===== config.mk =====
export PLATFORM = sky130hd
export DESIGN_NAME = rowpol_ctrl
export DESIGN_NICKNAME = d
export VERILOG_FILES = /design/src/rtl/rowpol_pkg.sv /design/src/rtl/rowpol_pick.sv /design/src/rtl/rowpol_bank.sv /design/src/rtl/rowpol_ctrl.sv
export SDC_FILE = /design/constraint.sdc
export NUM_CORES = 1
export LEC_CHECK = 0
export BUFFER_PORTS_ARGS = -buffer_cell sky130_fd_sc_hd__buf_2
export CORE_MARGIN = 3
export CORE_UTILIZATION = 55
export CTS_CLUSTER_SIZE = 30
export DETAILED_ROUTE_END_ITERATION = 8
export MAX_ROUTING_LAYER = met4
export PLACE_DENSITY = 0.75
export SLEW_MARGIN = 5
export SYNTH_ARGS = -nofsm -noshare
export SYNTH_HDL_FRONTEND = slang
export SYNTH_HIERARCHICAL = 1
export SYNTH_SLANG_ARGS = --single-unit

===== constraint.sdc =====
create_clock -name clk -period 14.6 [get_ports clk]
set_input_delay 2.19 -clock clk [delete_from_list [all_inputs] [get_ports clk]]
set_output_delay 2.19 -clock clk [all_outputs]
set_load 0.01 [all_outputs]

===== src/rtl/rowpol_pkg.sv =====
package rowpol_pkg;

    // policy codes on mode_i
    localparam logic [1:0] MODE_OPEN   = 2'd0;
    localparam logic [1:0] MODE_CLOSE  = 2'd1;
    localparam logic [1:0] MODE_HYBRID = 2'd2;

    typedef enum logic [1:0] {
        ST_IDLE,
        ST_PRE_WAIT,
        ST_ACT_WAIT,
        ST_AUTOPRE
    } fsm_e;

    typedef enum logic [2:0] {
        CMD_NONE,
        CMD_ACT,
        CMD_RD,
        CMD_WR,
        CMD_PRE
    } cmd_e;

endpackage


===== src/rtl/rowpol_pick.sv =====
// Lowest-index-first picker over a request mask.
module rowpol_pick #(
    parameter int N  = 4,
    localparam int IW = (N > 1) ? $clog2(N) : 1
) (
    input  logic [N-1:0]  mask_i,
    output logic          any_o,
    output logic [IW-1:0] idx_o
);
    always_comb begin
        any_o = |mask_i;
        idx_o = '0;
        for (int i = N - 1; i >= 0; i--) begin
            if (mask_i[i]) idx_o = IW'(i);
        end
    end
endmodule


===== src/rtl/rowpol_bank.sv =====
// Per-bank row state: open flag, row, idle timer, served count and
// the adaptive access budget.
module rowpol_bank #(
    parameter int         ROW_W       = 14,
    parameter logic [7:0] IDLE_LIMIT  = 8'd20,
    parameter logic [1:0] INIT_BUDGET = 2'd1
) (
    input  logic             clk,
    input  logic             rst_n,
    input  logic             act_i,
    input  logic             acc_i,
    input  logic             pre_i,
    input  logic             adapt_i,
    input  logic [ROW_W-1:0] row_i,
    output logic             open_o,
    output logic [ROW_W-1:0] row_o,
    output logic             expire_o,
    output logic             spent_o
);
    typedef struct packed {
        logic             open;
        logic [ROW_W-1:0] row;
        logic [7:0]       timer;
        logic [2:0]       served;
        logic             extra;
        logic [1:0]       budget;
    } bank_t;

    bank_t bank_d, bank_q;
    logic  reached;

    // served count has met the allowance of budget+1 accesses
    assign reached = bank_q.served >= ({1'b0, bank_q.budget} + 3'd1);

    always_comb begin
        bank_d = bank_q;
        if (act_i) begin
            bank_d.open   = 1'b1;
            bank_d.row    = row_i;
            bank_d.timer  = IDLE_LIMIT;
            bank_d.served = '0;
            bank_d.extra  = 1'b0;
        end else if (acc_i) begin
            bank_d.timer = IDLE_LIMIT;
            if (reached) begin
                bank_d.extra = 1'b1;
                if (bank_q.budget != 2'd3) bank_d.budget = bank_q.budget + 2'd1;
            end
            if (bank_q.served != 3'd7) bank_d.served = bank_q.served + 3'd1;
        end else if (pre_i) begin
            bank_d.open = 1'b0;
            if (adapt_i && !bank_q.extra && bank_q.budget != 2'd0)
                bank_d.budget = bank_q.budget - 2'd1;
        end else if (bank_q.open && bank_q.timer != 8'd0) begin
            bank_d.timer = bank_q.timer - 8'd1;
        end
    end

    always_ff @(posedge clk or negedge rst_n) begin
        if (!rst_n) begin
            bank_q        <= '0;
            bank_q.budget <= INIT_BUDGET;
        end else begin
            bank_q <= bank_d;
        end
    end

    assign open_o   = bank_q.open;
    assign row_o    = bank_q.row;
    assign expire_o = bank_q.open && (bank_q.timer == 8'd0);
    assign spent_o  = bank_q.open && reached;

    // the budget moves by at most one step per cycle
    assert_budget_step_R8: assert property (@(posedge clk) disable iff (!rst_n)
        (bank_q.budget == $past(bank_q.budget)) ||
        (bank_q.budget == $past(bank_q.budget) + 2'd1) ||
        ($past(bank_q.budget) == bank_q.budget + 2'd1));

    // a bank never sees an activate and a precharge together
    assert_no_act_pre_R10: assert property (@(posedge clk) disable iff (!rst_n)
        !(act_i && pre_i));

    // a precharge only targets an open bank
    assert_pre_open_R3: assert property (@(posedge clk) disable iff (!rst_n)
        pre_i |-> bank_q.open);

endmodule


===== src/rtl/rowpol_ctrl.sv =====
// Page-policy controller: one request at a time, one command per cycle.
module rowpol_ctrl
    import rowpol_pkg::*;
#(
    parameter int         NUM_BANKS   = 4,
    parameter int         ROW_W       = 14,
    parameter int         T_RP        = 3,
    parameter int         T_RCD       = 3,
    parameter logic [7:0] IDLE_LIMIT  = 8'd20,
    parameter logic [1:0] INIT_BUDGET = 2'd1,
    localparam int BANK_W = (NUM_BANKS > 1) ? $clog2(NUM_BANKS) : 1,
    localparam int T_MAX  = (T_RP > T_RCD) ? T_RP : T_RCD,
    localparam int CW     = $clog2(T_MAX + 1)
) (
    input  logic              clk,
    input  logic              rst_n,
    input  logic [1:0]        mode_i,
    input  logic              req_valid_i,
    input  logic [BANK_W-1:0] req_bank_i,
    input  logic [ROW_W-1:0]  req_row_i,
    input  logic              req_write_i,
    output logic              req_ready_o,
    output logic              cmd_act_o,
    output logic              cmd_rd_o,
    output logic              cmd_wr_o,
    output logic              cmd_pre_o,
    output logic [BANK_W-1:0] cmd_bank_o,
    output logic [ROW_W-1:0]  cmd_row_o
);
    typedef struct packed {
        fsm_e              st;
        logic [CW-1:0]     cnt;
        logic [BANK_W-1:0] bank;
        logic [ROW_W-1:0]  row;
        logic              wr;
        logic              have;
        logic [1:0]        mode;
        cmd_e              cmd;
        logic [BANK_W-1:0] cbank;
        logic [ROW_W-1:0]  crow;
    } ctl_t;

    ctl_t ctl_d, ctl_q;

    // per-bank state
    logic [NUM_BANKS-1:0] act_v, acc_v, pre_v, adapt_v;
    logic [NUM_BANKS-1:0] b_open, b_expire, b_spent;
    logic [ROW_W-1:0]     b_row [NUM_BANKS];

    for (genvar g = 0; g < NUM_BANKS; g++) begin : g_bank
        rowpol_bank #(
            .ROW_W       (ROW_W),
            .IDLE_LIMIT  (IDLE_LIMIT),
            .INIT_BUDGET (INIT_BUDGET)
        ) u_bank (
            .clk      (clk),
            .rst_n    (rst_n),
            .act_i    (act_v[g]),
            .acc_i    (acc_v[g]),
            .pre_i    (pre_v[g]),
            .adapt_i  (adapt_v[g]),
            .row_i    (ctl_d.row),
            .open_o   (b_open[g]),
            .row_o    (b_row[g]),
            .expire_o (b_expire[g]),
            .spent_o  (b_spent[g])
        );
    end

    // candidate pickers: any open bank (drain), any bank due to close
    logic              open_any, close_any;
    logic [BANK_W-1:0] open_idx, close_idx;
    logic [NUM_BANKS-1:0] close_mask;

    assign close_mask = b_open & (b_expire | b_spent);

    rowpol_pick #(.N(NUM_BANKS)) u_pick_open (
        .mask_i (b_open),
        .any_o  (open_any),
        .idx_o  (open_idx)
    );

    rowpol_pick #(.N(NUM_BANKS)) u_pick_close (
        .mask_i (close_mask),
        .any_o  (close_any),
        .idx_o  (close_idx)
    );

    logic is_close, is_hybrid, req_hit;
    assign is_close  = (ctl_q.mode == MODE_CLOSE);
    assign is_hybrid = (ctl_q.mode == MODE_HYBRID);
    assign req_hit   = b_open[req_bank_i] && (b_row[req_bank_i] == req_row_i);

    always_comb begin
        ctl_d       = ctl_q;
        ctl_d.cmd   = CMD_NONE;
        act_v       = '0;
        acc_v       = '0;
        pre_v       = '0;
        adapt_v     = '0;
        req_ready_o = 1'b0;

        unique case (ctl_q.st)
            ST_IDLE: begin
                if (mode_i != ctl_q.mode) begin
                    // drain open rows before the new policy applies
                    if (open_any) begin
                        ctl_d.cmd        = CMD_PRE;
                        ctl_d.cbank      = open_idx;
                        ctl_d.crow       = b_row[open_idx];
                        pre_v[open_idx]  = 1'b1;
                        ctl_d.have       = 1'b0;
                        ctl_d.cnt        = CW'(T_RP - 1);
                        ctl_d.st         = ST_PRE_WAIT;
                    end else begin
                        ctl_d.mode = mode_i;
                    end
                end else begin
                    req_ready_o = 1'b1;
                    if (req_valid_i) begin
                        ctl_d.bank  = req_bank_i;
                        ctl_d.row   = req_row_i;
                        ctl_d.wr    = req_write_i;
                        ctl_d.cbank = req_bank_i;
                        if (req_hit) begin
                            ctl_d.cmd          = req_write_i ? CMD_WR : CMD_RD;
                            ctl_d.crow         = req_row_i;
                            acc_v[req_bank_i]  = 1'b1;
                            ctl_d.have         = 1'b0;
                            if (is_close) ctl_d.st = ST_AUTOPRE;
                        end else if (b_open[req_bank_i]) begin
                            ctl_d.cmd           = CMD_PRE;
                            ctl_d.crow          = b_row[req_bank_i];
                            pre_v[req_bank_i]   = 1'b1;
                            adapt_v[req_bank_i] = is_hybrid;
                            ctl_d.have          = 1'b1;
                            ctl_d.cnt           = CW'(T_RP - 1);
                            ctl_d.st            = ST_PRE_WAIT;
                        end else begin
                            ctl_d.cmd          = CMD_ACT;
                            ctl_d.crow         = req_row_i;
                            act_v[req_bank_i]  = 1'b1;
                            ctl_d.have         = 1'b0;
                            ctl_d.cnt          = CW'(T_RCD - 1);
                            ctl_d.st           = ST_ACT_WAIT;
                        end
                    end else if (is_hybrid && close_any) begin
                        ctl_d.cmd          = CMD_PRE;
                        ctl_d.cbank        = close_idx;
                        ctl_d.crow         = b_row[close_idx];
                        pre_v[close_idx]   = 1'b1;
                        adapt_v[close_idx] = 1'b1;
                        ctl_d.have         = 1'b0;
                        ctl_d.cnt          = CW'(T_RP - 1);
                        ctl_d.st           = ST_PRE_WAIT;
                    end
                end
            end

            ST_PRE_WAIT: begin
                if (ctl_q.cnt != '0) begin
                    ctl_d.cnt = ctl_q.cnt - 1'b1;
                end else if (ctl_q.have) begin
                    ctl_d.cmd         = CMD_ACT;
                    ctl_d.cbank       = ctl_q.bank;
                    ctl_d.crow        = ctl_q.row;
                    act_v[ctl_q.bank] = 1'b1;
                    ctl_d.have        = 1'b0;
                    ctl_d.cnt         = CW'(T_RCD - 1);
                    ctl_d.st          = ST_ACT_WAIT;
                end else begin
                    ctl_d.st = ST_IDLE;
                end
            end

            ST_ACT_WAIT: begin
                if (ctl_q.cnt != '0) begin
                    ctl_d.cnt = ctl_q.cnt - 1'b1;
                end else begin
                    ctl_d.cmd         = ctl_q.wr ? CMD_WR : CMD_RD;
                    ctl_d.cbank       = ctl_q.bank;
                    ctl_d.crow        = ctl_q.row;
                    acc_v[ctl_q.bank] = 1'b1;
                    ctl_d.st          = is_close ? ST_AUTOPRE : ST_IDLE;
                end
            end

            ST_AUTOPRE: begin
                ctl_d.cmd         = CMD_PRE;
                ctl_d.cbank       = ctl_q.bank;
                ctl_d.crow        = ctl_q.row;
                pre_v[ctl_q.bank] = 1'b1;
                ctl_d.have        = 1'b0;
                ctl_d.cnt         = CW'(T_RP - 1);
                ctl_d.st          = ST_PRE_WAIT;
            end

            default: ctl_d.st = ST_IDLE;
        endcase
    end

    always_ff @(posedge clk or negedge rst_n) begin
        if (!rst_n) begin
            ctl_q      <= '0;
            ctl_q.st   <= ST_IDLE;
            ctl_q.cmd  <= CMD_NONE;
            ctl_q.mode <= MODE_OPEN;
        end else begin
            ctl_q <= ctl_d;
        end
    end

    assign cmd_act_o  = (ctl_q.cmd == CMD_ACT);
    assign cmd_rd_o   = (ctl_q.cmd == CMD_RD);
    assign cmd_wr_o   = (ctl_q.cmd == CMD_WR);
    assign cmd_pre_o  = (ctl_q.cmd == CMD_PRE);
    assign cmd_bank_o = ctl_q.cbank;
    assign cmd_row_o  = ctl_q.crow;

    // cycles since the last visible precharge, saturating at T_RP
    logic [CW-1:0] since_pre_q;
    always_ff @(posedge clk or negedge rst_n) begin
        if (!rst_n)                    since_pre_q <= CW'(T_RP);
        else if (cmd_pre_o)            since_pre_q <= CW'(1);
        else if (since_pre_q < CW'(T_RP)) since_pre_q <= since_pre_q + 1'b1;
    end

    assert_onehot_cmd_R10: assert property (@(posedge clk) disable iff (!rst_n)
        $onehot0({cmd_act_o, cmd_rd_o, cmd_wr_o, cmd_pre_o}));

    assert_access_open_R1: assert property (@(posedge clk) disable iff (!rst_n)
        (cmd_rd_o || cmd_wr_o) |-> (b_open[cmd_bank_o] && b_row[cmd_bank_o] == cmd_row_o));

    assert_pre_spacing_R3: assert property (@(posedge clk) disable iff (!rst_n)
        cmd_act_o |-> (since_pre_q >= CW'(T_RP)));

    assert_close_follow_R5: assert property (@(posedge clk) disable iff (!rst_n)
        ((cmd_rd_o || cmd_wr_o) && is_close) |=> cmd_pre_o);

    assert_mode_hold_R9: assert property (@(posedge clk) disable iff (!rst_n)
        (mode_i != ctl_q.mode) |-> !req_ready_o);

endmodule


==> summary.txt, run 1 <==
Yosys
  – Mapped Nets: 1072
  – Syn. warnings: 6
  – Combined area of all synthesized cells: 0.0105 mm²
  – Mapped Cells: 1008
  – Flops & latches, synth: 159
  – Top_reg_cell synth: sky130_fd_sc_hd__dfrtp_1
  – Number of synthesized flops with an enable pin: 0
  – Mean area per synthesized cell: 10.4 µm²
  – Ys async rst share: 100%
  – Synth cell types: 62
  – Sequential area share after synthesis: 38.1%

Drt
  – Count of routing violations after the opening detailed-route iteration: 643
  – Number of iterations in the first detailed-routing pass: 8
  – Drt wl/cell: 19.6 µm
  – Overall via count from detail_route: 7556
  – Routed vias/inst: 6.27
  – Drt drc: 0
  – Wire length after detailed routing: 23700 µm
  – DRT antenna net count: 0

Critical path
  – Library cell contributing the largest single delay on the critical path: sky130_fd_sc_hd__nand2_1
  – Crit-path cells: buf_2, xor2_1, nor2_1, and2_1, nand2_1, or2_2, o2bb2ai_2, buf_4, or2_2, nor2_1, a22oi_1, xnor2_1
  – Worst Path Buf+Inv: 2
  – Critical path data arrival time: 6.55 ns
  – CP Launch Type: primary input
  – Worst path required time: 14.95 ns
  – Kind of cell adding the most delay to the critical path: simple AND/OR/NAND/NOR gates
  – Peak fanout along the critical path: 19
  – Sort of element at the end of the critical path: flip-flop
  – Slowest Stage Delay on Critical Path: 0.84 ns
  – Crit path kind: in -> reg

Placed design
  – Final Wtd Congestion: 0.923
  – IO Port Bufs: 42
  – HPWL Detailed: 16000 µm
  – DP Area: 0.0104 mm²
  – Pre-CTS setup slack: 8.08 ns

Global routing
  – Number of global-route vias before repair: 7414
  – Initial antenna violation count: 0
  – Overall overflow remaining after global route: 0
  – Largest net degree at the start of global routing: 84
  – Gr usage total: 24.4%
  – First-pass GRT wire length: 38600 µm

Cells and area
  – Number of nets in the layout: 1029
  – Layout filler cell count: 1449
  – Highest-count cells in the layout ignoring fill and taps: sky130_fd_sc_hd__dfrtp_1 (155), sky130_fd_sc_hd__nor2_1 (98), sky130_fd_sc_hd__mux2_2 (83), sky130_fd_sc_hd__nand2_1 (76)
  – Total inserted antenna cells: 0
  – Most common library cell in the layout ignoring fill and taps: sky130_fd_sc_hd__dfrtp_1
  – Fraction of layout instances using a drive strength above 1: 26.1%
  – Post-layout instance area: 0.0109 mm²
  – Layout area overhead: 4.65%

Hold path
  – Class of the tightest hold or removal check: reg -> reg

Clock tree
  – H-tree levels: 4
  – Cts-stage hold buffer count: 0
  – Number of gates resized after CTS: 0
  – Clock buffers created by TritonCTS: 17
  – Clock insertion delay at the later pin of the skew report: 0.43 ns
  – Clock tree from TritonCTS: yes
  – Buffer cell driving the clock tree root: sky130_fd_sc_hd__clkbuf_16
  – Buffers inserted by post-CTS timing repair: 0
  – CTS clock-pin slew for the worst setup and hold paths: 0.06 ns
  – Total number of clock tree sinks: 159
  – Buffer depth of the longest clock path: 2

Die
  – Standard cell core area: 0.0183 mm²
  – Initial core utilization: 57.1%
  – Die Ht: 144 µm
  – Die width: 144 µm
  – DIE AREA: 0.0207 mm²
  – Core Rows: 49
  – Top-level port count: 43

STA
  – Endpoints failing setup: 0
  – Final critical path time including I/O delays and setup: 6.20 ns
  – Unrepaired setup endpoints after global routing: no
  – Worst-Margin Slew: 1.08 ns
  – Max-slew headroom at the worst pin: 28.1%
  – Worst setup margin: 8.40 ns
  – Post-route setup TNS: 0 ns
  – Final setup skew: 0.0129 ns
  – Max-slew violation count: 0
  – Final critical-path share of the clock period: 42.5%
  – Final worst hold slack: 0.493 ns
  – Maximum operating frequency: 161 MHz
  – Final hold violation count: 0

Status
  – Run status: finished clean

Power and ir drop
  – Leakage component of the power: 4.72 nW
  – Pwr Density: 207 mW/mm²
  – Maximum ir drop on the vdd rail: 0.117 mV

Flow run
  – Number of max-cap violations: 0
==> cells by family after synthesis <==
family / count (synthesis) / share of synthesized area [%]
compound gates: 160 / 9.89
xor+xnor: 44 / 3.68
fa+ha+maj: 42 / 5.02
buf+inv: 158 / 8.39
flops: 159 / 38.1
mux: 148 / 20.1
simple gates: 297 / 14.8
==> layer usage <==
metal  global-route usage (%)  vias up  routed length, µm
li1                         -     3452                  -
met1                     31.8     3774              10300
met2                     38.0      281              11100
met3                     5.76       49               1760
met4                     7.98        0                485
met5                        -        -                  0
==> sequential cells by signal, indices dropped and copies added (netlist names) <==
name	flops
g_bank.u_bank/bank_q	56
g_bank.u_bank/row_o	56
cmd_row_o	14
g_bank.u_bank/open_o	4
cmd_bank_o	2
ctl_q	27
==> report_power, final <==
| part | total [W] | leakage (nW) | switching [W] | internal, W |
|---|---|---|---|---|
| sequential | 0.000780 | 2.03 | 0.000160 | 0.000620 |
| combinational | 0.00105 | 2.42 | 0.000572 | 0.000474 |
| clock | 0.000439 | 0.262 | 0.000187 | 0.000252 |
| total | 0.00226 | 4.72 | 0.000918 | 0.00135 |
==> worst reg2reg max path: stages (launching register included) <==
cell,delay (ns)
sky130_fd_sc_hd__dfstp_2,0.56
sky130_fd_sc_hd__inv_1,0.09
sky130_fd_sc_hd__ha_1,0.28
sky130_fd_sc_hd__inv_1,0.04
sky130_fd_sc_hd__ha_1,0.26
sky130_fd_sc_hd__nand2_1,0.04
sky130_fd_sc_hd__o21ai_0,0.44
sky130_fd_sc_hd__and2_2,0.24
sky130_fd_sc_hd__o21a_1,0.19
sky130_fd_sc_hd__nor2_1,0.09
sky130_fd_sc_hd__nand2_1,0.07
sky130_fd_sc_hd__nand3b_1,0.20
sky130_fd_sc_hd__nor2_1,0.68
sky130_fd_sc_hd__nand2_1,0.23
sky130_fd_sc_hd__o32ai_1,0.28
sky130_fd_sc_hd__nand2_1,0.11
sky130_fd_sc_hd__a21o_1,0.18
sky130_fd_sc_hd__a21oi_1,0.39
sky130_fd_sc_hd__or4bb_1,0.44
sky130_fd_sc_hd__nor2_1,0.14
sky130_fd_sc_hd__a22oi_1,0.12
sky130_fd_sc_hd__xnor2_1,0.15
==> synth_stat cells, types with 8 or more instances <==
cell,number,share of area (%)
sky130_fd_sc_hd__mux2_2,83,8.9
sky130_fd_sc_hd__a31oi_1,21,1.3
sky130_fd_sc_hd__a211oi_1,9,0.65
sky130_fd_sc_hd__nand2b_1,15,0.90
sky130_fd_sc_hd__o21ai_0,28,1.3
sky130_fd_sc_hd__xnor2_1,42,3.5
sky130_fd_sc_hd__o22ai_1,10,0.60
sky130_fd_sc_hd__nor2_1,98,3.5
sky130_fd_sc_hd__mux4_2,41,8.8
sky130_fd_sc_hd__clkbuf_1,37,1.3
sky130_fd_sc_hd__nand2_1,76,2.7
sky130_fd_sc_hd__nand3_1,11,0.53
sky130_fd_sc_hd__a21oi_1,41,2.0
sky130_fd_sc_hd__dfrtp_1,155,37
sky130_fd_sc_hd__nor3b_1,12,0.86
sky130_fd_sc_hd__a221oi_1,11,0.92
sky130_fd_sc_hd__mux2i_1,21,2.0
sky130_fd_sc_hd__ha_1,42,5.0
sky130_fd_sc_hd__or2_2,9,0.54
sky130_fd_sc_hd__buf_4,73,5.2
sky130_fd_sc_hd__inv_1,40,1.4
sky130_fd_sc_hd__nor2b_1,9,0.54
sky130_fd_sc_hd__a22oi_1,8,0.57
==> stage by stage <==
step	utilization [%]	total power, W	cells
after global placement	56.6	0.00178	1175
final	59.7	0.00226	1206
after global routing	59.7	0.00241	1206
after detailed placement	56.6	0.00181	1175
after floorplan	-	0.00164	1008
after CTS	59.7	0.00226	1206
==> worst paths after layout <==
| kind | start | end | slack (ns) | cells after the start |
|---|---|---|---|---|
| hold reg to reg | g_bank[1].u_bank/bank_q[2] | g_bank[1].u_bank/bank_q[2] | 0.49 | 2 |
| setup reg to reg | g_bank[3].u_bank/bank_q[0] | g_bank[1].u_bank/bank_q[1] | 9.29 | 21 |
| max in group asynchronous | rst_n | g_bank[3].u_bank/bank_q[13] | 11.30 | 2 |
| min in group asynchronous | rst_n | ctl_q[29] | 1.78 | 1 |
| hold / removal | g_bank[1].u_bank/bank_q[2] | g_bank[1].u_bank/bank_q[2] | 0.49 | 2 |
| setup / recovery | mode_i[0] | g_bank[0].u_bank/bank_q[1] | 8.40 | 12 |
==> layout make-up <==
class,count,area [µm²],share of cell area (%)
Timing Repair Buffer,56,322,2.94
Inverter,40,150,1.37
Clock buffer,19,433,3.95
Tap cell,229,287,2.62
Clock inverter,12,138,1.26
Multi-Input combinational cell,691,5630,51.5
Sequential cell,159,3980,36.4
No activity file was read; power rests on OpenSTA's default activity.
==> run 2: changes to the inputs <==
clock period = 6 ns   (was 14.6 ns; I/O delays follow)
==> run 2 against run 1 <==
Compared with the run above:
- total power grew 150%
- cell area up 0.59%
- core utilization is 0.35 points higher
- critical path depth rose by 7
- hold slack got worse by 0.0032 ns
- critical path type is now reg -> reg
- largest cell class unchanged
- largest power group unchanged
==> summary.txt, run 2 (same netlist as run 1, synthesis figures left out) <==
STA
  – Post-route setup TNS: 0 ns
  – Final critical-path share of the clock period: 80.8%
  – Maximum operating frequency: 206 MHz
  – Max-slew violation count: 0
  – Max-slew headroom at the worst pin: 31.5%
  – Final setup skew: 0.00866 ns
  – Worst-Margin Slew: 1.02 ns
  – Final critical path time including I/O delays and setup: 4.85 ns
  – Endpoints failing setup: 0
  – Unrepaired setup endpoints after global routing: no
  – Final hold violation count: 0
  – Worst setup margin: 1.15 ns

Cells and area
  – Layout area overhead: 5.28%
  – Fraction of layout instances using a drive strength above 1: 26.5%
  – Most common library cell in the layout ignoring fill and taps: sky130_fd_sc_hd__dfrtp_1
  – Post-layout instance area: 0.0110 mm²
  – Total inserted antenna cells: 0
  – Final core occ: 60.1%
  – Sequential cell area: 0.00398 mm²
  – Highest-count cells in the layout ignoring fill and taps: sky130_fd_sc_hd__dfrtp_1 (155), sky130_fd_sc_hd__nor2_1 (98), sky130_fd_sc_hd__mux2_2 (83), sky130_fd_sc_hd__nand2_1 (76)
  – Total area of multi-input combinational cells: 0.00563 mm²
  – Number of nets in the layout: 1033
  – Layout filler cell count: 1483

Die
  – Die Ht: 144 µm
  – Core Rows: 49
  – Top-level port count: 43
  – Standard cell core area: 0.0183 mm²
  – Die width: 144 µm
  – DIE AREA: 0.0207 mm²
  – Initial core utilization: 57.1%

Power and ir drop
  – Maximum ir drop on the vdd rail: 0.220 mV
  – Leakage component of the power: 4.76 nW
  – Pwr Density: 506 mW/mm²
  – Pwr Total: 0.00557 W

Drt
  – Wire length after detailed routing: 23800 µm
  – Routed vias/inst: 6.22
  – DRT antenna net count: 0
  – Drt wl/cell: 19.6 µm
  – Number of iterations in the first detailed-routing pass: 5
  – Overall via count from detail_route: 7530
  – Drt drc: 0
  – Count of routing violations after the opening detailed-route iteration: 672

Hold path
  – Hold depth: 2
  – Class of the tightest hold or removal check: reg -> reg
  – Launch point of the worst hold path: g_bank[0].u_bank/bank_q[2]
  – Worst Hold Endpoint: g_bank[0].u_bank/bank_q[2]

Clock tree
  – Clock insertion delay at the later pin of the skew report: 0.43 ns
  – Clock buffers created by TritonCTS: 17
  – H-tree levels: 4
  – Buffer depth of the longest clock path: 2
  – Number of gates resized after CTS: 0
  – Buffers inserted by post-CTS timing repair: 0
  – Clock tree from TritonCTS: yes
  – Cts-stage hold buffer count: 0
  – Total number of clock tree sinks: 159
  – Buffer cell driving the clock tree root: sky130_fd_sc_hd__clkbuf_16
  – CTS clock-pin slew for the worst setup and hold paths: 0.06 ns

Critical path
  – CP Launch Type: flip-flop
  – Sort of element at the end of the critical path: flip-flop
  – Crit-path cells: inv_1, ha_1, inv_1, ha_1, nand2_1, o21ai_0, and2_2, o21a_1, inv_1, a21oi_2, inv_1, o32ai_1, nand2_1, a21o_1, a21oi_1, or4bb_1, nor2_1, a22oi_1, xnor2_1
  – Startpoint of the worst register-to-register path: g_bank[1].u_bank/bank_q[0]
  – Reg-to-Reg End: g_bank[1].u_bank/bank_q[1]
  – Crit path top cell by count: sky130_fd_sc_hd__inv_1
  – Cell count of the worst reg-to-reg path: 19
  – Peak fanout along the critical path: 11
  – Slowest Stage Delay on Critical Path: 0.72 ns
  – Worst reg-to-reg setup slack: 1.15 ns
  – Critical path data arrival time: 5.17 ns
  – Library cell contributing the largest single delay on the critical path: sky130_fd_sc_hd__a21oi_2
  – Crit path kind: reg -> reg
  – Worst path required time: 6.32 ns

Flow run
  – Number of max-cap violations: 0

Global routing
  – Initial antenna violation count: 0
  – Largest net degree at the start of global routing: 98
  – Overall overflow remaining after global route: 0
  – First-pass GRT wire length: 39100 µm
  – Gr usage total: 24.9%
  – Number of global-route vias before repair: 7453

Placed design
  – HPWL Detailed: 15800 µm
  – DP Area: 0.0104 mm²
  – Pre-CTS setup slack: 1.21 ns
  – Final Wtd Congestion: 0.880
  – IO Port Bufs: 42

Status
  – Run status: finished clean
run 2: worst max-delay path by stage:
| stage | to | start | depth (start not counted) | slack (ns) |
|---|---|---|---|---|
| final | g_bank[1].u_bank/bank_q[1] | g_bank[1].u_bank/bank_q[0] | 19 | 1.15 |
| after global placement | g_bank[3].u_bank/bank_q[13] | req_bank_i[0] | 12 | 1.33 |
| after detailed placement | g_bank[2].u_bank/bank_q[13] | req_bank_i[0] | 12 | 1.21 |
| after global routing | g_bank[1].u_bank/bank_q[1] | g_bank[1].u_bank/bank_q[0] | 19 | 0.75 |
| after CTS | g_bank[1].u_bank/bank_q[1] | g_bank[1].u_bank/bank_q[0] | 19 | 1.17 |
| after floorplan | g_bank[1].u_bank/bank_q[1] | g_bank[2].u_bank/bank_q[0] | 21 | 1.36 |
run 2: layer usage:
layer	part of all wire, %	GRT usage (%)	wire length (µm)
met1	45	33.3	10700
met3	6.6	6.02	1560
met5	0	-	0
met2	47	37.7	11100
met4	1.7	7.93	405
run 2: critical path: cells and delay by family, from the launching register on:
kind	cells	cell delay, ns
and+or+nand+nor	5	0.96
adders and majority gates	2	0.54
DFF	1	0.57
xor gates and xnor gates	1	0.15
buffers and inverters	4	0.33
AOI/OAI and AO/OA	7	2.19
run 2: cell type report:
class	instances	share of cell area, %
clock buffers	20	4.06
clock inverters	12	1.44
inverters	40	1.36
multi-input cells	691	51.2
flip-flops and latches	159	36.2
well taps	229	2.60
repair buffers	60	3.19
run 2: power by group:
part | switching, W | internal [W] | leakage [nW]
Combinational | 0.00138 | 0.00116 | 2.44
Sequential | 0.000395 | 0.00151 | 2.03
Clock | 0.000461 | 0.000669 | 0.280
run 2: per-stage QoR:
stage               instances  hold WS (ns)
detailed placement       1179         0.482
floorplan                1008         0.455
finish                   1211         0.489
CTS                      1211         0.496
global route             1211         0.520
global placement         1179         0.472
